==> config.mk <==
export PLATFORM = sky130hd
export DESIGN_NAME = data_bkpt_unit
export DESIGN_NICKNAME = d
export VERILOG_FILES = /design/src/rtl/dbu_pkg.sv /design/src/rtl/dbu_pid_reloc.sv /design/src/rtl/dbu_cmp.sv /design/src/rtl/data_bkpt_unit.sv
export SDC_FILE = /design/constraint.sdc
export NUM_CORES = 1
export LEC_CHECK = 0
export BUFFER_PORTS_ARGS = -buffer_cell sky130_fd_sc_hd__buf_2
export CAP_MARGIN = 25
export CORE_UTILIZATION = 42
export DETAILED_ROUTE_END_ITERATION = 10
export GPL_TIMING_DRIVEN = 0
export PLACE_DENSITY = 0.89
export SLEW_MARGIN = 10
export SYNTH_ARGS = -nofsm -noshare
export SYNTH_HDL_FRONTEND = slang
export SYNTH_SLANG_ARGS = --single-unit
==> constraint.sdc <==
create_clock -name clk -period 4.65 [get_ports clk]
set_input_delay 0.6975 -clock clk [delete_from_list [all_inputs] [get_ports clk]]
set_output_delay 0.6975 -clock clk [all_outputs]
set_load 0.01 [all_outputs]
==> src/rtl/dbu_pkg.sv <==
package dbu_pkg;
  typedef enum logic [1:0] {
    FLT_OFF   = 2'd0,
    FLT_STORE = 2'd1,
    FLT_ANY   = 2'd2,
    FLT_LOAD  = 2'd3
  } acc_filter_e;

  localparam int unsigned MASK_SEL_BIT   = 8;
  localparam int unsigned CTRL_W         = MASK_SEL_BIT + 1;
  localparam int unsigned CODE_W         = 4;
  localparam logic [CODE_W-1:0] ENTRY_DATA_BP = 4'h8;
endpackage

==> src/rtl/dbu_pid_reloc.sv <==
module dbu_pid_reloc #(
  parameter int unsigned AW   = 32,
  parameter int unsigned PIDW = 7
) (
  input  logic [AW-1:0] addr_i,
  input  logic [AW-1:0] pid_i,
  output logic [AW-1:0] addr_o
);
  localparam int unsigned LOW = AW - PIDW;

  logic [PIDW-1:0] pid_f;
  logic [PIDW-1:0] addr_hi;

  always_comb begin
    pid_f   = pid_i[AW-1:LOW];
    addr_hi = addr_i[AW-1:LOW];
    if (pid_f != '0 && addr_hi == '0)
      addr_o = {pid_f, addr_i[LOW-1:0]};
    else
      addr_o = addr_i;
  end
endmodule

==> src/rtl/dbu_cmp.sv <==
module dbu_cmp
  import dbu_pkg::*;
#(
  parameter int unsigned AW  = 32,
  parameter int unsigned IGN = 2
) (
  input  logic [AW-1:0] addr_i,
  input  logic [AW-1:0] ref_i,
  input  logic [AW-1:0] mask_i,
  input  logic          use_mask_i,
  input  acc_filter_e   filter_i,
  input  logic          is_store_i,
  output logic          hit_o
);
  logic [AW-1:0] care;
  logic          type_ok;

  always_comb begin
    unique case (filter_i)
      FLT_STORE: type_ok = is_store_i;
      FLT_ANY:   type_ok = 1'b1;
      FLT_LOAD:  type_ok = !is_store_i;
      default:   type_ok = 1'b0;
    endcase
    care  = use_mask_i ? ~mask_i : {{(AW-IGN){1'b1}}, {IGN{1'b0}}};
    hit_o = type_ok && (((addr_i ^ ref_i) & care) == '0);
  end


  always_comb begin
    off_never_hits_chk: assert (!(filter_i == FLT_OFF && hit_o));
  end
endmodule

==> src/rtl/data_bkpt_unit.sv <==
module data_bkpt_unit
  import dbu_pkg::*;
#(
  parameter int unsigned AW   = 32,
  parameter int unsigned PIDW = 7,
  parameter int unsigned NCMP = 2
) (
  input  logic              clk,
  input  logic              rst,
  input  logic              acc_valid,
  input  logic [AW-1:0]     acc_addr,
  input  logic              acc_store,
  input  logic [AW-1:0]     pid_reg,
  input  logic              align_chk_en,
  input  logic              dbg_global_en,
  input  logic [CTRL_W-1:0] bp_ctrl,
  input  logic [AW-1:0]     bp_addr0,
  input  logic [AW-1:0]     bp_addr1,
  output logic [AW-1:0]     phys_addr,
  output logic              align_abort,
  output logic              bp_hit,
  output logic [CODE_W-1:0] entry_code
);
  localparam int unsigned IGN = 2;

  logic [AW-1:0] reloc;
  logic          mask_mode;
  logic [NCMP-1:0] cmp_hit;
  logic [AW-1:0] ref_a [NCMP];
  acc_filter_e   filt  [NCMP];
  logic          hit_d;
  logic          abort_d;

  assign mask_mode = bp_ctrl[MASK_SEL_BIT];
  assign ref_a[0]  = bp_addr0;
  assign ref_a[1]  = bp_addr1;

  dbu_pid_reloc #(.AW(AW), .PIDW(PIDW)) u_reloc (
    .addr_i(acc_addr),
    .pid_i (pid_reg),
    .addr_o(reloc)
  );

  for (genvar i = 0; i < NCMP; i++) begin : g_cmp
    if (i == 0) begin : g_first
      assign filt[i] = acc_filter_e'(bp_ctrl[2*i+1:2*i]);
    end else begin : g_other
      assign filt[i] = mask_mode ? FLT_OFF : acc_filter_e'(bp_ctrl[2*i+1:2*i]);
    end
    dbu_cmp #(.AW(AW), .IGN(IGN)) u_cmp (
      .addr_i    (reloc),
      .ref_i     (ref_a[i]),
      .mask_i    (bp_addr1),
      .use_mask_i(mask_mode && (i == 0)),
      .filter_i  (filt[i]),
      .is_store_i(acc_store),
      .hit_o     (cmp_hit[i])
    );
  end

  assign hit_d   = acc_valid && !dbg_global_en && (|cmp_hit);
  assign abort_d = acc_valid && align_chk_en && (|acc_addr[IGN-1:0]);

  always_ff @(posedge clk) begin
    if (rst) begin
      phys_addr   <= '0;
      align_abort <= 1'b0;
      bp_hit      <= 1'b0;
      entry_code  <= '0;
    end else begin
      align_abort <= abort_d;
      bp_hit      <= hit_d;
      entry_code  <= hit_d ? ENTRY_DATA_BP : '0;
      if (acc_valid) phys_addr <= reloc;
    end
  end


  hit_after_strobe_chk: assert property (@(posedge clk) disable iff (rst)
    bp_hit |-> $past(acc_valid));


  no_hit_in_debug_chk: assert property (@(posedge clk) disable iff (rst)
    bp_hit |-> !$past(dbg_global_en));


  abort_cause_chk: assert property (@(posedge clk) disable iff (rst)
    align_abort |-> $past(acc_valid && align_chk_en && acc_addr[1:0] != 2'b00));


  code_on_hit_chk: assert property (@(posedge clk) disable iff (rst)
    bp_hit |-> entry_code == 4'h8);


  code_idle_chk: assert property (@(posedge clk) disable iff (rst)
    !bp_hit |-> entry_code == 4'h0);


  mask_uses_first_field_chk: assert property (@(posedge clk) disable iff (rst)
    (bp_hit && $past(bp_ctrl[8])) |-> $past(bp_ctrl[1:0] != 2'b00));
endmodule

==> reports/qor.txt <==
die area - 5550 sq um
post-route cell area - 3110 sq um
Critical path destination - entry_code[3]
clk_skew - 0 ns
sequential-to-total area share from yosys stat - 30.9%
FF+latch area - 681 sq um
Post-Syn Area per Cell - 8.52 sq um
Vias - 2,527
dpl hpwl - 5960 um
Core ar. - 5070 sq um
CTS clk-pin slew, worst paths - 0.06 ns
status - complete, no violations
overall power - 0.762 mW
Die Span Y - 74.5 um
worst hold start - phys_addr[26]
CP most frequent cell - a31oi_1
Worst Path Required - 4.87 ns
vias per inst - 5.23
TritonRoute pass-1 iters - 6
clk buf depth - 2
Synth warnings - 0
cell count after synthesis - 259
I/O pin count - 181
critical path startpoint - acc_addr[30]
synth-to-layout area growth - 41.2%
# rows - 26
Congestion Overflow GR - 0
Clock Root Buffer - clkbuf_8
setup_tns - 0 ns
Netlist Area Pre-Place - 2210 sq um
Post-CTS Setup Repair Bufs - 0
Post-Route WL - 7140 um
CP Capture Type - flip-flop
critical path's slowest cell - nor3_1
H-tree Lvls - 2
violation count after the first detailed-route iteration - 147
Max Cap Viol - 0
nets - 557
final setup violation count - 0
Placed Area - 3030 sq um
kind of critical path - input port to flip-flop
crit path time final - 2.29 ns
Antenna Nets Post-Route - 0
r2r setup slk - 3.95 ns
Routability Congestion - 0.834
unrepaired setup endpoints after global routing - false
endpoints failing hold - 0
VDD IR max - 0.197 mV
initial core utilization - 43.5%
r2r startpoint - phys_addr[28]
Startpoint Class - input port
synth unique cells - 29
post-cts repair resize count - 0
# fillers - 471
PortBufs - 146
Num Clock Sinks - 34
Overall Global Routing Usage - 25.6%
fmax - 437 MHz
Max transition margin - 49.3%
CP cell instances - buf_2, nor3_1, a31oi_1, xor2_1, a31oi_1, nor4_1, a32o_1
final worst path period share - 49.3%
Leakage - 1.50 nW
cts-stage hold buffer count - 0
CTS tree - built
area of the multi-input gates - 1450 sq um
largest net degree at the start of global routing - 11
fraction of layout cells with a size suffix above 1 - 38.7%
Yosys top cell area share - 30.9%
Antenna diodes - 0
routed len/inst - 14.8 um
first-pass GRT wire length - 10,600 um
Die W - 74.5 um
actual slew at the worst max-slew pin - 0.760 ns
critical path arrival - 2.51 ns
Residual DRC - 0
Synth area leaders - dfxtp_1, xnor2_1, mux2i_1
Slew Viols, Final - 0
worst hold path type - flip-flop to flip-flop
Power Density - 245 nW/um^2
most area-hungry cell type in the Yosys netlist - dfxtp_1
vias in the first global route - 2,338
flops & latches, synth - 34
max incr delay on CP - 0.55 ns
critical-path maximum fanout - 6
initial antenna violation count - 0
worst r2r dst - phys_addr[28]
cts bufs inserted - 5
Worst-Skew Late Latency - 0.27 ns
FF-to-FF path depth - 2
placed cells by master (no fill, tap or decap), drive strengths merged, types with 2 or more instances in the layout:
| cell type | synthesis | layout |
|---|---|---|
| nor3 | 2 | 2 |
| a31oi | 9 | 9 |
| nor4 | 12 | 12 |
| mux2i | 25 | 25 |
| nand2 | 9 | 9 |
| buf | 9 | 155 |
| a211oi | 7 | 7 |
| nand4 | 6 | 6 |
| o311a | 2 | 2 |
| xor2 | 20 | 20 |
| nor2 | 40 | 40 |
| a21oi | 23 | 23 |
| o22ai | 2 | 2 |
| conb | 1 | 3 |
| inv | 2 | 2 |
| o2bb2ai | 2 | 2 |
| dfxtp | 34 | 34 |
| xnor2 | 42 | 42 |
| clkbuf | 6 | 12 |
metal layers:
| layer | share of wire (%) | track usage [%] | vias to the layer above |
|---|---|---|---|
| met3 | 6.2 | 5.69 | 25 |
| met1 | 40 | 30.1 | 1163 |
| met5 | 0 | 0 | - |
| met2 | 51 | 45.6 | 124 |
| li1 | - | - | 1215 |
| met4 | 2.6 | 8.60 | 0 |
cell usage after synthesis:
cell type,number
a32o_1,1
mux2i_1,25
nor4_1,11
buf_2,2
a221oi_1,1
a21oi_1,23
a22oi_1,1
nand4_1,6
clkbuf_1,6
xor2_1,20
a31oi_1,9
a211oi_1,7
inv_1,2
o311a_1,1
o22ai_1,2
nand2b_1,1
buf_1,3
nand2_1,9
conb_1,1
dfxtp_1,34
a222oi_1,1
nor3_1,2
nor4_4,1
o2bb2ai_1,2
buf_4,4
nor2_1,40
xnor2_1,42
o311a_2,1
nor3b_1,1
state kept, by name, indices dropped and copies added (netlist names):
signal	flops
phys_addr	32
align_abort	1
entry_code	1
worst max-delay path, delay by kind of cell:
family                    cells  cell delay, ns
AOI/OAI and AO/OA             3            0.58
buffers and inverters         1            0.12
xor gates and xnor gates      1            0.26
and+or+nand+nor               2            0.84
report_power, final:
group | internal, mW | switching (mW) | total (mW)
Clock | 0.114 | 0.0985 | 0.213
Sequential | 0.309 | 0.00857 | 0.317
Combinational | 0.111 | 0.121 | 0.232
Total | 0.534 | 0.228 | 0.762
cell families (layout without fill, tap and decap cells):
kind of cell | count (synthesis) | after routing | share of synthesized area (%)
AO/OA/AOI/OAI | 49 | 49 | 14.1
XOR/XNOR | 62 | 62 | 24.6
buffers and inverters | 17 | 169 | 3.69
flip-flops | 34 | 34 | 30.9
multiplexers | 25 | 25 | 11.3
other | 1 | 3 | 0.170
AND/OR/NAND/NOR | 71 | 71 | 15.2
area by class of cell:
type	instances	area share [%]
Clock buffer	6	2.65
Inverter	2	0.241
Multi-Input combinational cell	210	46.6
Sequential cell	34	21.9
Tap cell	70	2.81
Timing Repair Buffer	146	23.5
Buffer	15	2.37
how the worst min path moves through the flow:
stage                               end  slack (ns)  cells after the start
after floorplan           phys_addr[25]        0.50                      2
after global placement     phys_addr[0]        0.47                      2
after detailed placement  phys_addr[28]        0.48                      2
after CTS                 phys_addr[28]        0.49                      2
after global routing      phys_addr[30]        0.51                      2
final                     phys_addr[26]        0.49                      2
per-stage QoR:
| step | setup WS, ns | hold WS, ns | std cells | util [%] |
|---|---|---|---|---|
| CTS | 2.41 | 0.489 | 483 | 61.4 |
| finish | 2.36 | 0.486 | 483 | 61.4 |
| floorplan | 2.57 | 0.505 | 261 | - |
| global placement | 2.16 | 0.469 | 477 | 59.7 |
| global route | 2.23 | 0.509 | 483 | 61.4 |
| detailed placement | 2.13 | 0.480 | 477 | 59.7 |
No activity file was read; power rests on OpenSTA's default activity.
